File: src/rtl/lbist_pkg.sv
package lbist_pkg;

    typedef enum logic [2:0] {
        ST_IDLE,
        ST_SHIFT,
        ST_CAPT,
        ST_UNLOAD,
        ST_DONE
    } seq_state_e;

    typedef struct packed {
        logic scan_en;
        logic test_mode;
        logic capture;
        logic done;
    } ctl_t;

    function automatic ctl_t ctl_of(input seq_state_e st);
        ctl_t c;
        c.scan_en   = (st == ST_SHIFT) || (st == ST_UNLOAD);
        c.test_mode = (st == ST_SHIFT) || (st == ST_UNLOAD) || (st == ST_CAPT);
        c.capture   = (st == ST_CAPT);
        c.done      = (st == ST_DONE);
        return c;
    endfunction

endpackage

File: src/rtl/lbist_lfsr.sv
module lbist_lfsr #(
    parameter int W = 8,
    parameter logic [W-1:0] TAPS = 8'hB8,
    parameter logic [W-1:0] SEED = 8'hC3
) (
    input  logic         clk,
    input  logic         rst,
    input  logic         load_seed,
    input  logic         advance,
    input  logic         mask_en,
    input  logic [W-1:0] mask,
    output logic [W-1:0] state
);

    always_ff @(posedge clk) begin
        if (rst || load_seed) begin
            state <= SEED;
        end else if (advance) begin
            state <= {state[W-2:0], ^(state & TAPS)};
        end else if (mask_en) begin
            state <= state ^ mask;
        end
    end

    // no step, no reseed and no load leaves the generator unchanged
    a_r3_lfsr_hold: assert property (@(posedge clk) disable iff (rst)
        (!advance && !mask_en && !load_seed) |=> $stable(state));

endmodule

File: src/rtl/lbist_misr.sv
module lbist_misr #(
    parameter int W = 16,
    parameter logic [W-1:0] TAPS = 16'hB400
) (
    input  logic         clk,
    input  logic         rst,
    input  logic         clear,
    input  logic         step,
    input  logic         din,
    output logic [W-1:0] sig
);

    always_ff @(posedge clk) begin
        if (rst || clear) begin
            sig <= '0;
        end else if (step) begin
            sig <= {sig[W-2:0], (^(sig & TAPS)) ^ din};
        end
    end

    // outside shift cycles the signature does not move
    a_r8_misr_hold: assert property (@(posedge clk) disable iff (rst)
        (!step && !clear) |=> $stable(sig));

endmodule

File: src/rtl/lbist_seed_decode.sv
module lbist_seed_decode #(
    parameter int CW = 8,
    parameter int LW = 8,
    parameter int N  = 2,
    parameter logic [N*CW-1:0] AT   = {8'd5, 8'd2},
    parameter logic [N*LW-1:0] MASK = {8'h81, 8'h5A}
) (
    input  logic [CW-1:0] count,
    output logic          hit,
    output logic [LW-1:0] mask
);

    logic [N-1:0]  hit_v;
    logic [LW-1:0] mask_v [N];

    for (genvar k = 0; k < N; k++) begin : g_entry
        assign hit_v[k]  = (count == AT[k*CW +: CW]);
        assign mask_v[k] = hit_v[k] ? MASK[k*LW +: LW] : '0;
    end

    always_comb begin
        mask = '0;
        for (int k = 0; k < N; k++) begin
            mask = mask | mask_v[k];
        end
    end

    assign hit = |hit_v;

endmodule

File: src/rtl/lbist_sequencer.sv
module lbist_sequencer
    import lbist_pkg::*;
#(
    parameter int CHAIN_LEN = 12,
    parameter int CNT_W     = 8,
    parameter int LFSR_W    = 8,
    parameter logic [LFSR_W-1:0] LFSR_TAPS = 8'hB8,
    parameter logic [LFSR_W-1:0] LFSR_SEED = 8'hC3,
    parameter int MISR_W    = 16,
    parameter logic [MISR_W-1:0] MISR_TAPS = 16'hB400,
    parameter int NUM_SEEDS = 2,
    parameter logic [NUM_SEEDS*CNT_W-1:0]  RESEED_AT   = {8'd5, 8'd2},
    parameter logic [NUM_SEEDS*LFSR_W-1:0] RESEED_MASK = {8'h81, 8'h5A}
) (
    input  logic              clk,
    input  logic              rst,
    input  logic              start,
    input  logic              trans_mode,
    input  logic [CNT_W-1:0]  test_len,
    input  logic              scan_out,
    output logic              scan_in,
    output logic              scan_en,
    output logic              test_mode,
    output logic              capture,
    output logic              done,
    output logic [CNT_W-1:0]  pat_count,
    output logic [MISR_W-1:0] signature
);

    localparam int SH_W = $clog2(CHAIN_LEN + 1);
    localparam logic [SH_W-1:0] SH_LAST = SH_W'(CHAIN_LEN - 1);

    seq_state_e        state_q;
    logic [SH_W-1:0]   sh_q;
    logic              cap2_q;
    logic              trans_q;
    logic [CNT_W-1:0]  cnt_q;
    logic [CNT_W-1:0]  len_q;
    logic [CNT_W-1:0]  cnt_inc;
    logic              accept;
    logic              last_capt;
    logic              seed_hit;
    logic [LFSR_W-1:0] seed_mask;
    logic [LFSR_W-1:0] gen_state;
    ctl_t              ctl;

    assign accept    = start && (state_q == ST_IDLE || state_q == ST_DONE);
    assign last_capt = (state_q == ST_CAPT) && (!trans_q || cap2_q);
    assign cnt_inc   = cnt_q + CNT_W'(1);
    assign ctl       = ctl_of(state_q);

    always_ff @(posedge clk) begin
        if (rst) begin
            state_q <= ST_IDLE;
            sh_q    <= '0;
            cap2_q  <= 1'b0;
            trans_q <= 1'b0;
            cnt_q   <= '0;
            len_q   <= '0;
        end else begin
            case (state_q)
                ST_IDLE, ST_DONE: begin
                    if (start) begin
                        cnt_q   <= '0;
                        len_q   <= test_len;
                        trans_q <= trans_mode;
                        sh_q    <= '0;
                        cap2_q  <= 1'b0;
                        state_q <= (test_len == '0) ? ST_DONE : ST_SHIFT;
                    end
                end
                ST_SHIFT: begin
                    if (sh_q == SH_LAST) begin
                        sh_q    <= '0;
                        state_q <= ST_CAPT;
                    end else begin
                        sh_q <= sh_q + SH_W'(1);
                    end
                end
                ST_CAPT: begin
                    if (trans_q && !cap2_q) begin
                        cap2_q <= 1'b1;
                    end else begin
                        cap2_q  <= 1'b0;
                        cnt_q   <= cnt_inc;
                        state_q <= (cnt_inc == len_q) ? ST_UNLOAD : ST_SHIFT;
                    end
                end
                ST_UNLOAD: begin
                    if (sh_q == SH_LAST) begin
                        sh_q    <= '0;
                        state_q <= ST_DONE;
                    end else begin
                        sh_q <= sh_q + SH_W'(1);
                    end
                end
                default: state_q <= ST_IDLE;
            endcase
        end
    end

    lbist_seed_decode #(
        .CW   (CNT_W),
        .LW   (LFSR_W),
        .N    (NUM_SEEDS),
        .AT   (RESEED_AT),
        .MASK (RESEED_MASK)
    ) u_decode (
        .count (cnt_q),
        .hit   (seed_hit),
        .mask  (seed_mask)
    );

    lbist_lfsr #(
        .W    (LFSR_W),
        .TAPS (LFSR_TAPS),
        .SEED (LFSR_SEED)
    ) u_gen (
        .clk       (clk),
        .rst       (rst),
        .load_seed (accept),
        .advance   (state_q == ST_SHIFT),
        .mask_en   (last_capt && seed_hit),
        .mask      (seed_mask),
        .state     (gen_state)
    );

    lbist_misr #(
        .W    (MISR_W),
        .TAPS (MISR_TAPS)
    ) u_sig (
        .clk   (clk),
        .rst   (rst),
        .clear (accept),
        .step  (ctl.scan_en),
        .din   (scan_out),
        .sig   (signature)
    );

    assign scan_in   = gen_state[LFSR_W-1];
    assign scan_en   = ctl.scan_en;
    assign test_mode = ctl.test_mode;
    assign capture   = ctl.capture;
    assign done      = ctl.done;
    assign pat_count = cnt_q;

    // a capture clock never overlaps shifting and stays inside test mode
    a_r4_capture_excl: assert property (@(posedge clk) disable iff (rst)
        capture |-> (!scan_en && test_mode));

    // transition mode pairs capture clocks back to back
    a_r5_trans_pair: assert property (@(posedge clk) disable iff (rst)
        ($rose(capture) && trans_q) |=> capture);

    // stuck-at mode uses a single capture clock
    a_r4_single_capture: assert property (@(posedge clk) disable iff (rst)
        (capture && !trans_q) |=> !capture);

    // the pattern count only holds or steps by one while running
    a_r6_count_step: assert property (@(posedge clk) disable iff (rst)
        !accept |=> (pat_count == $past(pat_count) ||
                     pat_count == CNT_W'($past(pat_count) + CNT_W'(1))));

    // the finished state keeps its signature until restarted
    a_r9_done_hold: assert property (@(posedge clk) disable iff (rst)
        (done && !start) |=> (done && $stable(signature)));

endmodule

File: config.mk
export PLATFORM = sky130hd
export DESIGN_NAME = lbist_sequencer
export DESIGN_NICKNAME = d
export VERILOG_FILES = /design/src/rtl/lbist_pkg.sv /design/src/rtl/lbist_lfsr.sv /design/src/rtl/lbist_misr.sv /design/src/rtl/lbist_seed_decode.sv /design/src/rtl/lbist_sequencer.sv
export SDC_FILE = /design/constraint.sdc
export NUM_CORES = 1
export LEC_CHECK = 0
export BUFFER_PORTS_ARGS = -buffer_cell sky130_fd_sc_hd__buf_2
export CELL_PAD_IN_SITES_DETAIL_PLACEMENT = 1
export CELL_PAD_IN_SITES_GLOBAL_PLACEMENT = 1
export CORE_MARGIN = 1
export CORE_UTILIZATION = 34
export CTS_CLUSTER_DIAMETER = 30
export CTS_CLUSTER_SIZE = 8
export DETAILED_ROUTE_END_ITERATION = 10
export GPL_ROUTABILITY_DRIVEN = 0
export PLACE_DENSITY_LB_ADDON = 0.25
export RECOVER_POWER = 50
export SLEW_MARGIN = 20
export SYNTH_ARGS = -nofsm -noshare
export SYNTH_HDL_FRONTEND = slang
export SYNTH_SLANG_ARGS = --single-unit
export TNS_END_PERCENT = 10
File: constraint.sdc
create_clock -name clk -period 1.85 [get_ports clk]
set_input_delay 0.185 -clock clk [delete_from_list [all_inputs] [get_ports clk]]
set_output_delay 0.185 -clock clk [all_outputs]
set_load 0.005 [all_outputs]
== After elaboration in Yosys (flattened, before gate mapping) ==
Cells that the tools add are included.
Storage, ports and cells
  output and inout port bits: 29
  flip-flop bits (word level): 49
Operators by class
  bitwise gates (word level): 3
  mux-type cells: 20
  eq/ne operators: 12
  reduce and logical (&&, ||, !) cells: 26
  add/subtract/negate cells: 2
Operators with widths (count)
  8-bit 2-to-1 mux: 5
  8-bit case mux with 2 select lines: 1
  16-bit XOR reduction: 1
  3-bit 2-to-1 mux: 5
  3-bit case mux with 4 select lines: 1
  8-bit by 1-bit adder with 8-bit output (second input constant): 1
  8-bit by 2-bit equality test with 1-bit output (second input constant): 1
  8-bit by 3-bit equality test with 1-bit output (second input constant): 1
  8-bit equality test: 1
  8-bit zero test: 1
  4-bit 2-to-1 mux: 2
  8-bit bitwise OR: 1
  4-bit case mux with 2 select lines: 1
  8-bit XOR reduction: 1
  8-bit bitwise XOR: 1
  7-bit 2-to-1 mux: 1
  3-bit by 2-bit equality test with 1-bit output (second input constant): 2
  2-bit inequality test (second input constant): 3
  2-bit AND reduction: 3
  2-bit nonzero test: 3
  2-bit OR reduction: 3
  1-bit logical OR: 5
  4-bit by 1-bit adder with 4-bit output (second input constant): 1
  4-bit equality test (second input constant): 1
  other kinds (12): 17

== Logic depth before layout (Yosys ltp) ==
Gate-level depths: netlist (run 1).
  depth in word-level cells: 6
  depth in mapped cells: 8
  depth with buffers taken out: 7

== Modules after synthesis ==
A second synthesis (run 1) with hierarchy kept.
Unflattened totals
  cell total of the unflattened synthesis: 299
  area, all modules: 2499.9 um2
By module, submodules not included
  lbist_sequencer: seq. area each 500.5 um2, times used 1, area each 1343.8 um2, cells an instance 177
  lbist_misr: seq. area each 320.3 um2, times used 1, area each 626.9 um2, cells an instance 59
  lbist_lfsr: seq. area each 160.2 um2, times used 1, area each 435.4 um2, cells an instance 50
  lbist_seed_decode: seq. area each 0.0 um2, times used 1, area each 93.8 um2, cells an instance 13

== Worst setup path after synthesis (run 1) ==
OpenSTA, ideal clock, no wires.
  kind: flip-flop to flip-flop
  start point: register state_q[0]
  end point: register u_gen.state[3]
  buffers on the path: 1
  cell stages (with the launch flop): 7
  required time: 1.771 ns
  slack: 0.170 ns
  arrival: 1.600 ns
  cell sequence: dfxtp_1 -> buf_6 -> or3b_4 -> nor4_4 -> nand3b_2 -> xor2_1 -> a211oi_2
Between the ends
  cells in the longest elaborated chain, start to end: 4
  elaborated cells between the ends (all ways): 11
Ends and longest elaborated chain
  start: declaration: RTL line lbist_sequencer.sv:33  | seq_state_e state_q;
  start signal: assignment: RTL line lbist_sequencer.sv:69  | state_q <= (test_len == '0) ? ST_DONE : ST_SHIFT;
  start signal: assignment: RTL line lbist_sequencer.sv:86  | state_q <= (cnt_inc == len_q) ? ST_UNLOAD : ST_SHIFT;
  3-bit by 2-bit equality test with 1-bit output, or another cell as far along: RTL line lbist_sequencer.sv:48  | assign last_capt = (state_q == ST_CAPT) && (!trans_q || cap2_q);
  1-bit logical AND / 1-bit logical OR (equally long branches): RTL line lbist_sequencer.sv:48, lbist_sequencer.sv:47
  1-bit logical AND, on equally long branches: RTL line lbist_sequencer.sv:123, lbist_sequencer.sv:47
  2-bit nonzero test (no source line) / 1-bit logical OR (equally long branches)
  end signal: assignment: RTL line lbist_lfsr.sv:19  | state <= {state[W-2:0], ^(state & TAPS)};
  end signal: assignment: RTL line lbist_lfsr.sv:21  | state <= state ^ mask;
  end: declaration: RTL line lbist_lfsr.sv:12  | output logic [W-1:0] state
Several ways; a longest one is shown, not always the timed one.
A chain may end at the register's enable or synchronous reset.

== Worst setup path in the final report (run 1) ==
  start point: register cnt_q[7] (netlist: pat_count[7])
  end point: register u_gen.state[4]
Between the ends
  cells in the longest elaborated chain, start to end: 6
  elaborated cells between the ends (all ways): 10
Ends and longest elaborated chain
  start: declaration: RTL line lbist_sequencer.sv:37  | logic [CNT_W-1:0] cnt_q;
  start signal: assignment: RTL line lbist_sequencer.sv:85  | cnt_q <= cnt_inc;
  8-bit by 2-bit equality test with 1-bit output: RTL line lbist_seed_decode.sv:17  | assign hit_v[k] = (count == AT[k*CW +: CW]);
  7-bit 2-to-1 mux: RTL line lbist_seed_decode.sv:18  | assign mask_v[k] = hit_v[k] ? MASK[k*LW +: LW] : '0;
  8-bit bitwise OR: RTL line lbist_seed_decode.sv:24  | mask = mask | mask_v[k];
  8-bit bitwise XOR: RTL line lbist_lfsr.sv:21
  8-bit 2-to-1 mux: RTL line lbist_lfsr.sv:20  | end else if (mask_en) begin
  8-bit 2-to-1 mux: RTL line lbist_lfsr.sv:18  | end else if (advance) begin
Several ways; a longest one is shown, not always the timed one. The select of a mux whose other input is x is not followed.

==> flow_summary.toml, run 1 <==
[sta]
period_needed_ps = 1790
tightest_slew_ps = 580
hold_viol = 0
max_freq_ghz = 0.557
drv_slew = 0
fin_worst_skew_ps = 7.65
setup_viol = 0
fin_ws_ps = 55.6
min_period_over_period_pct = 97.0
rsz0062_at_grt = "true"
slew_headroom_pct = 61.4

[critical_path]
critical_path_class = "reg -> reg"
crit_buf_inv = 0
slowest_stage = "or4_1"
worst-r2r-cell-count = 5
path_cells = "or4_1, nor4_4, nand3b_4, xor2_1, a211oi_2"
cp_max_fo = 4
crit_end = "u_gen.state[4]"
cpPeakStageDelay_ps = 580
worst-path-stages = 5
startpoint = "pat_count[7]"
r2r_end = "u_gen.state[4]"
critPathTopFamily = "simple AND/OR/NAND/NOR gates"
required_ps = 2070
cp-start-kind = "flip-flop"
r2r_slack_ps = 60
reg2reg_from = "pat_count[7]"
arrival_ps = 2020
endpoint_kind = "flip-flop"

[power]
p_leak_nw = 1.17
vdd_drop_max_v = 0.000313
power.total_mw = 2.47
power.density_nw_per_um2 = 865

[routing]
ant_nets = 0
drt_first_pass_iters = 4
wl_per_cell_um = 14.1
drt-vias-per-instance = 5.09
drc_errors = 0
wl_um = 6060
via_count = 2182
first_iter_violations = 62

[logic_synthesis]
synth_edf_count = 0
yosysTopAreaCell = "dfxtp_1"
synth_commonest_cells = "59 x nand2_1, 49 x dfxtp_1, 45 x a21oi_1"
ys_types = 40
ys_ff_latch = 49
yosys_warnings = 0
async_flop_share_pct = 0
synth_cells = 300
ys.flop_type = "dfxtp_1"
synth_nets = 317
ys_seq_area_share_pct = 41.4
avgSynthCellArea_sq_um = 7.89
syn_area_sq_um = 2370
synth_top_area_share_pct = 41.4
ys_top_cells_by_area = "dfxtp_1 41%, a21oi_1 9.5%, nand2_1 9.4%, xnor2_1 5.5%, nor2_1 4.1%"
synth.most_common_cell = "nand2_1"

[die]
die_w_um = 85.4
die-height_um = 85.4
core_sq_um = 6760
io_pins = 42
start_util_pct = 35.0
rows = 30
dieArea_sq_um = 7300

[final_layout]
seqCellArea_sq_um = 981
multi_input_area_sq_um = 1290
drive_gt1_share_pct = 20.3
antennaDiodeCount = 0
area_growth_pct = 20.8
n_fill_cell = 856
nets = 365

[global_routing]
first_global_vias = 2101
grt_max_degree = 21
grt_pass1_wl_um = 10100
grt_overflow_total = 0
antenna_found_initial = 0
track_usage_pct = 17.5

[clock_network]
cts_tree = "yes"
cts.path.max_buffers = 2
path_clk_slew_ps = 100
numCtsBuffers = 5
worst_skew_pair.late_latency_ps = 310
htreeDepth = 2
cts_root_buf = "clkbuf_8"
cts_setup_buffers = 0
clkSinkCount = 49

[outcome]
run_status = "finished clean"

[placement]
hpwl_um = 4420
place_ws_ps = 117
io_buffers = 41

[worst_hold_path]
holdCritPathClass = "in -> reg"

[flow_run]
cap_violations = 0
==> worst register-to-register path, cell delays in order, from the launching register on <==
cell and delay (ps):
dfxtp_1 330, or4_1 580, nor4_4 230, nand3b_4 150
xor2_1 180, a211oi_2 240
==> where the power goes <==
group / total [mW] / switching [mW] / internal [mW]
clock: 0.944 / 0.399 / 0.545
sequential: 1.14 / 0.0399 / 1.10
combinational: 0.393 / 0.251 / 0.142
total: 2.47 / 0.690 / 1.78
==> logic make-up (layout without fill, tap and decap cells) <==
logic type | count (synthesis) | after routing | share of synthesized area (%)
buffers and inverters | 24 | 73 | 4.54
DFF | 49 | 49 | 41.4
and+or+nand+nor | 132 | 132 | 27.4
muxes | 2 | 2 | 0.846
xor gates and xnor gates | 22 | 22 | 8.14
AOI/OAI and AO/OA | 67 | 67 | 15.5
adders and majority gates | 4 | 4 | 2.11
==> per-layer routing <==
metal,global-route usage [%],routed length [um],vias up
met5,0,0,-
met4,5.61,102,0
met3,4.38,206,9
met2,29.5,2880,36
met1,21.9,2870,1029
li1,-,-,1108
==> how the worst min path moves through the flow <==
stage	start	end	slack [ps]	cells after the start
after floorplan	trans_mode	trans_q	320	2
after detailed placement	test_len[0]	len_q[0]	440	3
after CTS	test_len[0]	len_q[0]	110	3
final	test_len[7]	len_q[7]	110	3
after global routing	test_len[2]	len_q[2]	110	3
after global placement	test_len[0]	len_q[0]	440	3
==> area by class of cell <==
class | instances | share of cell area (%)
Timing Repair Buffer | 60 | 11.4
Clock buffer | 5 | 2.41
Multi-Input combinational cell | 227 | 45.3
Inverter | 5 | 0.700
Sequential cell | 49 | 34.3
Clock inverter | 3 | 2.41
Tap cell | 80 | 3.50
==> state kept, by name, indices dropped and copies added, names as in the netlist <==
register and cells:
cap2_q 1, len_q 8, pat_count 8, sh_q 4, state_q 3, trans_q 1, u_gen.state 8, u_sig.sig 16
==> layout by cell type, fill, tap and decap left out, types with 4 or more instances in the layout <==
cell	n
xnor2_1	15
nand4b_1	4
clkbuf_1	9
buf_4	14
nor2_1	26
and3_1	7
nand3_1	4
clkbuf_8	5
ha_1	4
nor3_1	7
xor2_1	7
buf_2	36
o21ai_0	12
a21oi_1	45
dfxtp_1	49
nand2_1	59
or3_1	4
a31oi_1	5
==> repair_timing <==
| item | 4_1_cts | 5_1_grt |
|---|---|---|
| gates resized for setup | 0 | 4 |
| hold buffers | 0 | 0 |
| endpoints found under the setup margin | 0 | 19 |
==> metrics by stage <==
step                instances  hold slack (ps)  TNS [ps]  util, %  cell area, sq um
floorplan                 300              321         0        -              2370
global placement          421              442         0     40.4              2730
detailed placement        421              443         0     40.4              2730
CTS                       429              108         0     42.4              2870
global route              429              114     -9.04     42.3              2860
finish                    429              111         0     42.3              2860
Power figures use the tool's default switching activity.
==> run 2: changes to the inputs <==
Settings changed: SKIP_LAST_GASP set to 1, SYNTH_HIERARCHICAL set to 1.
==> flow_summary.toml, run 2 <==
[outcome]
run_status = "finished clean"

[routing]
wl_um = 6310
first_iter_violations = 51
ant_nets = 0
via_count = 2243
drt-vias-per-instance = 4.96
drt_first_pass_iters = 4
wl_per_cell_um = 14.0
drc_errors = 0

[placement]
hpwl_um = 4700
placedCellCount = 442
io_buffers = 41

[logic_synthesis]
ys_seq_area_share_pct = 39.2
syn_area_sq_um = 2500
ys_ff_latch = 49
yosysTopAreaCell = "dfxtp_1"
synth_cells = 299
synth.most_common_cell = "dfxtp_1"
ys_types = 51
synth_top_area_share_pct = 39.2
yosys_warnings = 6
ys.flop_type = "dfxtp_1"
async_flop_share_pct = 0
avgSynthCellArea_sq_um = 8.36
ys_top_cells_by_area = "dfxtp_1 39%, mux2i_1 6.8%, nor2_1 5.6%, xnor2_1 4.9%, a21oi_1 4.8%"
synth_edf_count = 0
synth_commonest_cells = "49 x dfxtp_1, 37 x nor2_1, 32 x nand2_1"

[sta]
slew_headroom_pct = 65.8
drv_slew = 0
hold_viol = 0
setup_tns_ps = 0
fin_worst_skew_ps = 5.17
tightest_slew_ps = 511
min_period_over_period_pct = 98.3
period_needed_ps = 1820
rsz0062_at_grt = "true"
hold_ws_ps = 117
max_freq_ghz = 0.550
setup_viol = 0

[final_layout]
final_common_cell = "dfxtp_1"
area_growth_pct = 21.7
nets = 370
top_register = "u_sig/sig"
largest_reg_flops = 16
stdcell_count = 452
antennaDiodeCount = 0
final_cell_mix = "48 x dfxtp_1, 37 x nor2_1, 32 x nand2_1"
drive_gt1_share_pct = 22.5

[critical_path]
path_cells = "or4_4, nor3_2, nand2_1, xnor2_1, o211a_1"
cp_max_fo = 5
critical_path_class = "reg -> reg"
arrival_ps = 2020
endpoint_kind = "flip-flop"
cp-start-kind = "flip-flop"
cpPeakStageDelay_ps = 550
slowest_stage = "or4_4"
required_ps = 2050

[global_routing]
antenna_found_initial = 0
grt_pass1_wl_um = 10700
grt_max_degree = 17
track_usage_pct = 17.6
first_global_vias = 2275
grt_overflow_total = 0

[clock_network]
worst_skew_pair.late_latency_ps = 300
numCtsBuffers = 5
hold_buffers = 0
cts_tree = "yes"
cts.path.max_buffers = 2
htreeDepth = 2
path_clk_slew_ps = 90
cts_root_buf = "clkbuf_8"
clkSinkCount = 49

[power]
power.total_mw = 2.81
p_leak_nw = 1.24
vdd_drop_max_v = 0.000444
power.density_nw_per_um2 = 924

[die]
die_w_um = 87.7
dieArea_sq_um = 7700
start_util_pct = 36.0
rows = 30
io_pins = 42
core_sq_um = 6940
die-height_um = 87.7

[worst_hold_path]
holdCritPathClass = "in -> reg"

[flow_run]
cap_violations = 0
## run 2: path summary, 6_finish.rpt
check / slack, ps / cells after the start / startpoint / end
worst max register to register: 30 / 5 / pat_count[6] / u_gen/state[4]
worst min-delay path: 120 / 3 / trans_mode / trans_q
worst min register to register: 470 / 2 / trans_q / trans_q
worst max-delay path: 30 / 5 / pat_count[6] / u_gen/state[4]
## run 2: timing repair
action | 4_1_cts | 5_1_grt
resized for setup | 2 | 12
pin swaps | 0 | 6
setup endpoints to repair | 7 | 9
setup buffers | 0 | 2
## run 2: cell families after synthesis
kind of cell               share of synthesized area, %
AOI/OAI and AO/OA                                  15.3
adders and majority gates                          1.00
muxes                                              6.81
buffers and inverters                              6.06
xor gates and xnor gates                           7.91
other                                             0.150
DFF                                                39.2
and+or+nand+nor                                    23.5
## run 2: routing by layer
metal  global-route usage [%]  vias to the layer above  share of wire (%)
li1                         -                     1138                  -
met1                     22.5                     1073                 48
met4                     4.02                        0               0.73
met3                     2.83                        4                2.1
met5                        0                        -                  0
met2                     31.0                       28                 49
## run 2: where the power goes
| group | internal [mW] | switching [mW] | total (mW) |
|---|---|---|---|
| logic | 0.412 | 0.529 | 0.940 |
| clock network | 0.266 | 0.384 | 0.650 |
| registers | 1.15 | 0.0768 | 1.22 |
| total | 1.82 | 0.989 | 2.81 |
## run 2: cell type report
type	count	area [sq um]
fill	869	3900
sequential	49	982
clock inverter	3	22.5
clock buffer	5	68.8
tap	96	120
timing repair buffer	70	404
inverter	6	23.8
multi-input combinational	223	1420
## run 2: worst max-delay path, delay by kind of cell (launching register included)
| family | cells | cell delay (ps) |
|---|---|---|
| compound gates | 1 | 210 |
| flops | 1 | 330 |
| simple gates | 3 | 1030 |
| xor+xnor | 1 | 150 |
## run 2: stage by stage
stage / instance area (sq um) / util (%) / setup slack [ps]
2_1_floorplan: 2510 / - / -17.7
3_3_place_gp: 2910 / 41.9 / -20.8
3_5_place_dp: 2910 / 41.9 / -83.2
4_1_cts: 3010 / 43.3 / -32.1
5_1_grt: 3040 / 43.8 / -68.4
6_report: 3040 / 43.8 / 32.3
==> run 3: changes to the inputs <==
Settings changed: PLACE_DENSITY_LB_ADDON 0.25 to 0.1, SYNTH_HIERARCHICAL 1 to not set.
Clock period 1.85 ns to 2.13 ns, I/O delays scaled along.
==> flow_summary.toml, run 3 (synthesis results as in run 1) <==
[critical_path]
critical_path_class = "reg -> reg"
slowest_stage = "dfxtp_1"
cpPeakStageDelay_ps = 490
arrival_ps = 2070
cp_common_cell = "and3_1"
endpoint_kind = "flip-flop"
required_ps = 2380
crit_buf_inv = 0
path_cells = "ha_1, and3_1, and3_1, or3b_1, a21oi_1"
critPathTopFamily = "simple AND/OR/NAND/NOR gates"
cp-start-kind = "flip-flop"
cp_max_fo = 8

[die]
rows = 30
die-height_um = 85.4
dieArea_sq_um = 7300
start_util_pct = 35.0
io_pins = 42
core_sq_um = 6760
die_w_um = 85.4

[sta]
min_period_over_period_pct = 85.4
tightest_slew_ps = 534
setup_viol = 0
setup_tns_ps = 0
drv_slew = 0
rsz0062_at_grt = "false"
slew_headroom_pct = 64.4
period_needed_ps = 1820
max_freq_ghz = 0.550
hold_viol = 0
fin_worst_skew_ps = 19.0

[final_layout]
antennaDiodeCount = 0
seqCellArea_sq_um = 981
drive_gt1_share_pct = 16.8
top_register = "u_sig.sig"
final_common_cell = "nand2_1"
n_fill_cell = 869
largest_reg_flops = 16
multi_input_area_sq_um = 1280
final_cell_mix = "59 x nand2_1, 49 x dfxtp_1, 45 x a21oi_1"
nets = 356
area_growth_pct = 15.5
utilization_pct = 40.5

[clock_network]
worst_skew_pair.late_latency_ps = 310
cts_tree = "yes"
htreeDepth = 2
ctsResizeCount = 0
path_clk_slew_ps = 100
clkSinkCount = 49
numCtsBuffers = 5
cts_root_buf = "clkbuf_8"
hold_buffers = 0
cts.path.max_buffers = 2
cts_setup_buffers = 0

[power]
power.density_nw_per_um2 = 693
p_leak_nw = 1.04
vdd_drop_max_v = 0.000390

[routing]
first_iter_violations = 95
drt_first_pass_iters = 4
via_count = 2149
ant_nets = 0
wl_um = 5950
wl_per_cell_um = 14.2
drc_errors = 0
drt-vias-per-instance = 5.12

[placement]
hpwl_um = 4320
io_buffers = 41

[global_routing]
grt_pass1_wl_um = 10200
antenna_found_initial = 0
track_usage_pct = 17.3
grt_overflow_total = 0
first_global_vias = 2055
grt_max_degree = 26

[worst_hold_path]
holdCritPathClass = "in -> reg"

[flow_run]
cap_violations = 0

[outcome]
run_status = "finished clean"
run 3: per-stage QoR:
step | hold slack (ps) | cells | power, mW | worst slack (ps) | cell area (sq um)
CTS | 145 | 420 | 1.93 | 292 | 2750
detailed placement | 461 | 412 | 1.34 | 317 | 2660
global route | 153 | 420 | 2.01 | 135 | 2740
floorplan | 349 | 300 | 1.23 | 450 | 2370
global placement | 454 | 412 | 1.34 | 347 | 2660
finish | 152 | 420 | 1.90 | 310 | 2740
run 3: worst paths after layout:
kind                     start  cells past startpoint            to  slack [ps]
hold / removal      trans_mode                      3       trans_q         150
hold reg to reg       len_q[7]                      2      len_q[7]         470
setup / recovery  pat_count[0]                      5  pat_count[6]         310
setup reg to reg  pat_count[0]                      5  pat_count[6]         310
run 3: area by class of cell:
type / instances / area share (%)
clock buffers: 5 / 2.52
clock inverters: 3 / 0.915
flip-flops and latches: 49 / 35.9
repair buffers: 51 / 9.56
inverters: 5 / 0.732
multi-input cells: 227 / 46.8
well taps: 80 / 3.66
run 3: worst register-to-register path, delay by kind of cell, from the launching register on:
family	cells	cell delay, ps
AOI/OAI and AO/OA	1	130
and+or+nand+nor	3	800
adders and majority gates	1	320
DFF	1	490
run 3: power by group:
part	total (mW)	internal [mW]	switching, mW
logic	0.322	0.112	0.210
clock network	0.584	0.238	0.346
registers	0.990	0.953	0.0366
run 3: layer usage:
layer	vias to the layer above	share of wire, %	global-route usage, %
li1	1095	-	-
met1	1018	50	23.6
met2	30	46	28.9
met3	6	2.4	2.63
met4	0	1.2	3.94
met5	-	0	0
